==> config.mk <==
export PLATFORM = sky130hd
export DESIGN_NAME = irq_ctrl_top
export DESIGN_NICKNAME = d
export VERILOG_FILES = /design/src/rtl/irq_ctrl_pkg.sv /design/src/rtl/irq_stat_bank.sv /design/src/rtl/stx_win_mon.sv /design/src/rtl/irq_out_gate.sv /design/src/rtl/irq_ctrl_top.sv
export SDC_FILE = /design/constraint.sdc
export NUM_CORES = 1
export LEC_CHECK = 0
export ABC_AREA = 1
export BUFFER_PORTS_ARGS = -buffer_cell sky130_fd_sc_hd__buf_2
export CAP_MARGIN = 0
export CORE_MARGIN = 2
export CORE_UTILIZATION = 49
export CTS_BUF_LIST = sky130_fd_sc_hd__clkbuf_2
export DETAILED_ROUTE_END_ITERATION = 12
export PLACE_DENSITY_LB_ADDON = 0.2
export SYNTH_ARGS = -nofsm -noshare
export SYNTH_HDL_FRONTEND = slang
export SYNTH_SLANG_ARGS = --single-unit
==> constraint.sdc <==
create_clock -name clk -period 1.29 [get_ports clk]
set_input_delay 0.387 -clock clk [delete_from_list [all_inputs] [get_ports clk]]
set_output_delay 0.387 -clock clk [all_outputs]
set_load 0.02 [all_outputs]
==> src/rtl/irq_ctrl_pkg.sv <==
// Shared constants for the interrupt status and mask controller.
// Assumes eight status bits; the positions below are decoded by the host.
package irq_ctrl_pkg;
    localparam int STAT_W    = 8;
    localparam int EXT_W     = STAT_W - 2;
    localparam int IDX_SHOWN = 6;   // always-visible source
    localparam int IDX_WOPEN = 1;   // window-open flag
    localparam int IDX_WOVF  = 0;   // window-overflow flag
    localparam int NUM_CH    = 2;
endpackage

==> src/rtl/irq_stat_bank.sv <==
// Pending-event latches and mask register.
// Builds the host-visible status view and the interrupt request.
// Assumes read and clear happen on the edge that ends the read cycle.
module irq_stat_bank #(
    parameter int W         = 8,
    parameter int SHOWN_IDX = 6
) (
    input  logic         clk,
    input  logic         rst_n,
    input  logic [W-1:0] evt,
    input  logic         mask_we,
    input  logic [W-1:0] mask_wd,
    input  logic         rd_clr,
    output logic [W-1:0] pend_q,
    output logic [W-1:0] mask_q,
    output logic [W-1:0] view,
    output logic         req
);
    localparam logic [W-1:0] SHOWN_BIT = W'(1) << SHOWN_IDX;

    logic [W-1:0] clr_bits;

    // Visible bits: unmasked pending bits plus the always-shown source.
    always_comb view = (pend_q & ~mask_q) | (pend_q & SHOWN_BIT);

    // Request: any unmasked pending bit; a masked shown source never counts.
    always_comb req = |(pend_q & ~mask_q);

    // Bits cleared by a status read are exactly those returned.
    always_comb clr_bits = rd_clr ? view : '0;

    // Latch events; new events win over a same-cycle clear.
    always_ff @(posedge clk) begin
        if (!rst_n) pend_q <= '0;
        else        pend_q <= (pend_q & ~clr_bits) | evt;
    end

    // Mask register.
    always_ff @(posedge clk) begin
        if (!rst_n)       mask_q <= '0;
        else if (mask_we) mask_q <= mask_wd;
    end
endmodule

==> src/rtl/stx_win_mon.sv <==
// Access-window monitor for synchronous transfer channels.
// Flags the window opening (when any channel is enabled) and flags an overflow
// when the window closes unserviced. Assumes open/close are one-cycle strobes.
module stx_win_mon #(
    parameter int NCH = 2
) (
    input  logic           clk,
    input  logic           rst_n,
    input  logic           win_open,
    input  logic           win_close,
    input  logic [NCH-1:0] ch_en,
    input  logic [NCH-1:0] acc,
    output logic           open_evt,
    output logic           ovf_evt
);
    logic in_win_q;
    logic served_q;
    logic acc_hit;

    // An access counts only on an enabled channel.
    always_comb acc_hit = |(acc & ch_en);

    // Window-open event needs at least one enabled channel.
    always_comb open_evt = win_open && (|ch_en);

    // Overflow when an open window closes with no service (close cycle included).
    always_comb ovf_evt = win_close && in_win_q && !served_q && !acc_hit;

    // Track window state and service.
    always_ff @(posedge clk) begin
        if (!rst_n) begin
            in_win_q <= 1'b0;
            served_q <= 1'b0;
        end else if (open_evt) begin
            in_win_q <= 1'b1;
            served_q <= 1'b0;
        end else if (win_close) begin
            in_win_q <= 1'b0;
            served_q <= 1'b0;
        end else if (in_win_q && acc_hit) begin
            served_q <= 1'b1;
        end
    end
endmodule

==> src/rtl/irq_out_gate.sv <==
// Drives the active-low interrupt line.
// A mask write while the request is active forces the line inactive for
// BLANK_CYC cycles. Assumes BLANK_CYC >= 1.
module irq_out_gate #(
    parameter int BLANK_CYC = 2
) (
    input  logic clk,
    input  logic rst_n,
    input  logic mask_we,
    input  logic req,
    output logic irq_n
);
    localparam int CW = $clog2(BLANK_CYC + 1);
    localparam logic [CW-1:0] LOAD = CW'(BLANK_CYC);

    logic [CW-1:0] blank_q;

    // Load on a mask write over an active request, else count down.
    always_ff @(posedge clk) begin
        if (!rst_n)                 blank_q <= '0;
        else if (mask_we && req)    blank_q <= LOAD;
        else if (blank_q != '0)     blank_q <= blank_q - 1'b1;
    end

    // Line low only when requested and not blanked.
    always_comb irq_n = !(req && (blank_q == '0));
endmodule

==> src/rtl/irq_ctrl_top.sv <==
// Interrupt status and mask controller top.
// Combines external events with the window monitor flags and serves a
// two-register host port (0 = status view, clear on read; 1 = mask).
module irq_ctrl_top
    import irq_ctrl_pkg::*;
#(
    parameter int BLANK_CYC = 2
) (
    input  logic              clk,
    input  logic              rst_n,
    input  logic              reg_addr,
    input  logic              reg_wr,
    input  logic              reg_rd,
    input  logic [STAT_W-1:0] reg_wdata,
    output logic [STAT_W-1:0] reg_rdata,
    input  logic [EXT_W-1:0]  src_evt,
    input  logic              win_open,
    input  logic              win_close,
    input  logic [NUM_CH-1:0] ch_en,
    input  logic              dat_acc_a,
    input  logic              dat_acc_b,
    output logic              irq_n
);
    logic [STAT_W-1:0] evt_all;
    logic [STAT_W-1:0] pend_q;
    logic [STAT_W-1:0] mask_q;
    logic [STAT_W-1:0] view;
    logic              req;
    logic              open_evt;
    logic              ovf_evt;
    logic              mask_we;
    logic              stat_rd;

    // Decode host strobes.
    always_comb mask_we = reg_wr && reg_addr;
    always_comb stat_rd = reg_rd && !reg_addr;

    // Assemble event vector: external sources above the window flags.
    always_comb begin
        evt_all            = '0;
        evt_all[STAT_W-1:2] = src_evt;
        evt_all[IDX_WOPEN] = open_evt;
        evt_all[IDX_WOVF]  = ovf_evt;
    end

    // Read mux.
    always_comb reg_rdata = reg_addr ? mask_q : view;

    stx_win_mon #(.NCH(NUM_CH)) win_i (
        .clk(clk), .rst_n(rst_n),
        .win_open(win_open), .win_close(win_close),
        .ch_en(ch_en), .acc({dat_acc_b, dat_acc_a}),
        .open_evt(open_evt), .ovf_evt(ovf_evt)
    );

    irq_stat_bank #(.W(STAT_W), .SHOWN_IDX(IDX_SHOWN)) bank_i (
        .clk(clk), .rst_n(rst_n), .evt(evt_all),
        .mask_we(mask_we), .mask_wd(reg_wdata), .rd_clr(stat_rd),
        .pend_q(pend_q), .mask_q(mask_q), .view(view), .req(req)
    );

    irq_out_gate #(.BLANK_CYC(BLANK_CYC)) gate_i (
        .clk(clk), .rst_n(rst_n), .mask_we(mask_we), .req(req), .irq_n(irq_n)
    );
endmodule

==> results.cfg <==
[timing]
worst_slew_pin_slew_ns = 0.359
fin_crit_ns = 1.67
fin_hold_ws_ns = 0.278
fmax_ghz = 0.599
setup_violations = 11
hold_violations = 0
fin_tns_setup_ns = -2.26
maxSlewViolCount = 0
period_share = 1.29
fin_ws_ns = -0.379
fin_skew_ns = 0.0165
grt_setup_unrepaired = yes
relSlewSlack = 0.758

[drt]
drt_pass1_iterations = 4
drt_iter0_drc = 24
drt_drc_violations_left = 0
vias = 1037
wl_per_cell_um = 13.9
wirelength_um = 2740
routed_via_density = 5.26
ant_nets = 0

[pwr]
p_leak_nw = 0.676
ir_worst_vdd_uv = 1210
power_density_mw_per_mm2 = 976

[worst_setup_path]
critPathSlowestCell = dfxtp_2
critPathTopFamily = simple AND/OR/NAND/NOR gates
setup.worst_path.end_class = output pin
cp_cell_sequence = inv_2, nand2_1, nand2_1, nor2_1, nand2_2, nand2_2, buf_6
crit_path_start_kind = flop
cp_num_buf_inv = 2
worst-setup-path-type = reg -> out
slowest_delay_ns = 0.37
cp_data_required_time_ns = 0.90
worst-path-max-fanout = 3
critPathArrivalTime_ns = 1.28

[logic_synthesis]
netlist_top_cells_count = nand2_1, dfxtp_1, a21oi_1
synthArstFlopShare = 0
synth.avg_cell_area_um2 = 7.07
yosys_register_bits = 20
ys_types = 16
synth_area_um2 = 870
synth_top_area_frac = 0.460
yosys_warnings = 0
yosys.area.top_type = dfxtp_1
synth_area_leaders = dfxtp_1, nand2_1, a21oi_1, o21ai_0, inv_1
synth_edf_count = 0
synth_nets = 148
ys_seq_area_frac = 0.460
synth.most_common_cell = nand2_1
netlist_instances = 123
synth_ff_type = dfxtp_1

[placed_design]
pre_cts_ws_ns = -0.123
portBuffers = 33
gp_congestion = 0.787
dp.cells = 181
post-dp-hpwl_um = 1530

[min_path]
hold_path_class = in -> reg

[clock_network]
cts_sinks = 20
h-tree-depth = 1
cts_tree = built
cts_root_buf = clkbuf_2
numCtsBuffers = 3
clk_pin_slew_ns = 0.21
worstSkewPairLatency_ns = 0.31
holdBufCountCts = 0
clk_path_buf_depth = 2

[outcome]
violations = negative setup slack
status = complete, but fails checks

[global_route]
grt_start_max_net_pins = 18
grt_use_total = 0.252
grt_pass1_wl_um = 3710
antenna_found_initial = 0
gr-total-overflow = 0
grt_pass1_vias = 878

[finish]
stdcell_count = 197
layout.nets = 206
drive_above_1_share = 0.583
antenna_cells = 0
area_growth_pct = 59.6
fin_util = 0.821

[floorplanning]
core_region_area_mm2 = 0.00169
die_h_um = 46.1
num_rows = 15
start_util = 0.515
dieArea_mm2 = 0.00213
ios = 34
die_w_um = 46.1

[run]
cap_viol_max_count = 0
[state kept, by name, indices dropped and copies added, names as in the netlist]
| signal | cells |
|---|---|
| win_i.served_q | 1 |
| gate_i.blank_q | 2 |
| bank_i.pend_q | 8 |
| bank_i.mask_q | 8 |
| win_i.in_win_q | 1 |
[path summary, 6_finish.rpt]
check / startpoint / to / slack [ns] / cells after the start
worst min-delay path: src_evt[2] / bank_i.pend_q[4]$_SDFF_PN0_ / 0.28 / 3
worst min register to register: bank_i.mask_q[4]$_SDFFE_PN0P_ / bank_i.mask_q[4]$_SDFFE_PN0P_ / 0.46 / 2
worst max-delay path: bank_i.mask_q[6]$_SDFFE_PN0P_ / irq_n / -0.38 / 7
worst max register to register: bank_i.mask_q[6]$_SDFFE_PN0P_ / gate_i.blank_q[1]$_SDFFE_PN0P_ / -0.30 / 13
[logic make-up after synthesis]
group,synth area share
AO/OA/AOI/OAI,0.247
AND/OR/NAND/NOR,0.193
flip-flops,0.460
buffers and inverters,0.0993
[metrics by stage]
| step | area (um2) | power, mW |
|---|---|---|
| floorplan | 870 | 0.836 |
| global placement | 1120 | 0.944 |
| detailed placement | 1120 | 0.952 |
| CTS | 1280 | 1.29 |
| global route | 1390 | 1.43 |
| finish | 1390 | 1.35 |
[cell type report]
type	instances	area (um2)
Fill cell	120	302
Inverter	16	60.1
Clock inverter	1	3.75
Timing Repair Buffer	57	423
Tap cell	17	21.3
Clock buffer	3	15.0
Sequential cell	20	413
Multi-Input combinational cell	83	452
[worst reg2reg max path: stages (launching register included)]
cell and delay (ns):
dfxtp_2 0.37, inv_2 0.05, nand2_1 0.08, nand2_1 0.07, nor2_1 0.11, nand2_2 0.09, buf_4 0.14, buf_6 0.11
buf_6 0.10, buf_6 0.10, buf_6 0.10, buf_6 0.11, nand3_2 0.04, nand2_1 0.05
[cell usage in the layout (no fill, tap or decap), types with 3 or more instances in the layout]
cell and count:
nand2_1 12, nor2_1 5, a21oi_1 17, o21ai_2 6, buf_6 14, dfxtp_1 10, nand2_2 16, inv_2 10
clkbuf_2 3, inv_1 6, o21ai_1 10, o21ai_0 9, buf_2 23, dfxtp_2 10, buf_4 20
[where the power goes]
group / internal [mW] / switching [mW]
sequential: 0.662 / 0.0259
clock: 0.0674 / 0.198
combinational: 0.202 / 0.200
[repair_timing]
item / CTS / global route
pin swaps: 6 / 8
endpoints found under the setup margin: 9 / 11
endpoints found under the hold margin: 0 / 0
gates resized for setup: 45 / 25
setup buffers: 8 / 8
[layer usage]
metal	global-route usage	vias to the layer above	share of wire
met5	0	-	0
met4	0.114	0	0.026
met3	0.0392	8	0.039
met2	0.453	36	0.54
met1	0.287	473	0.40
li1	-	520	-
Power figures use the tool's default switching activity.
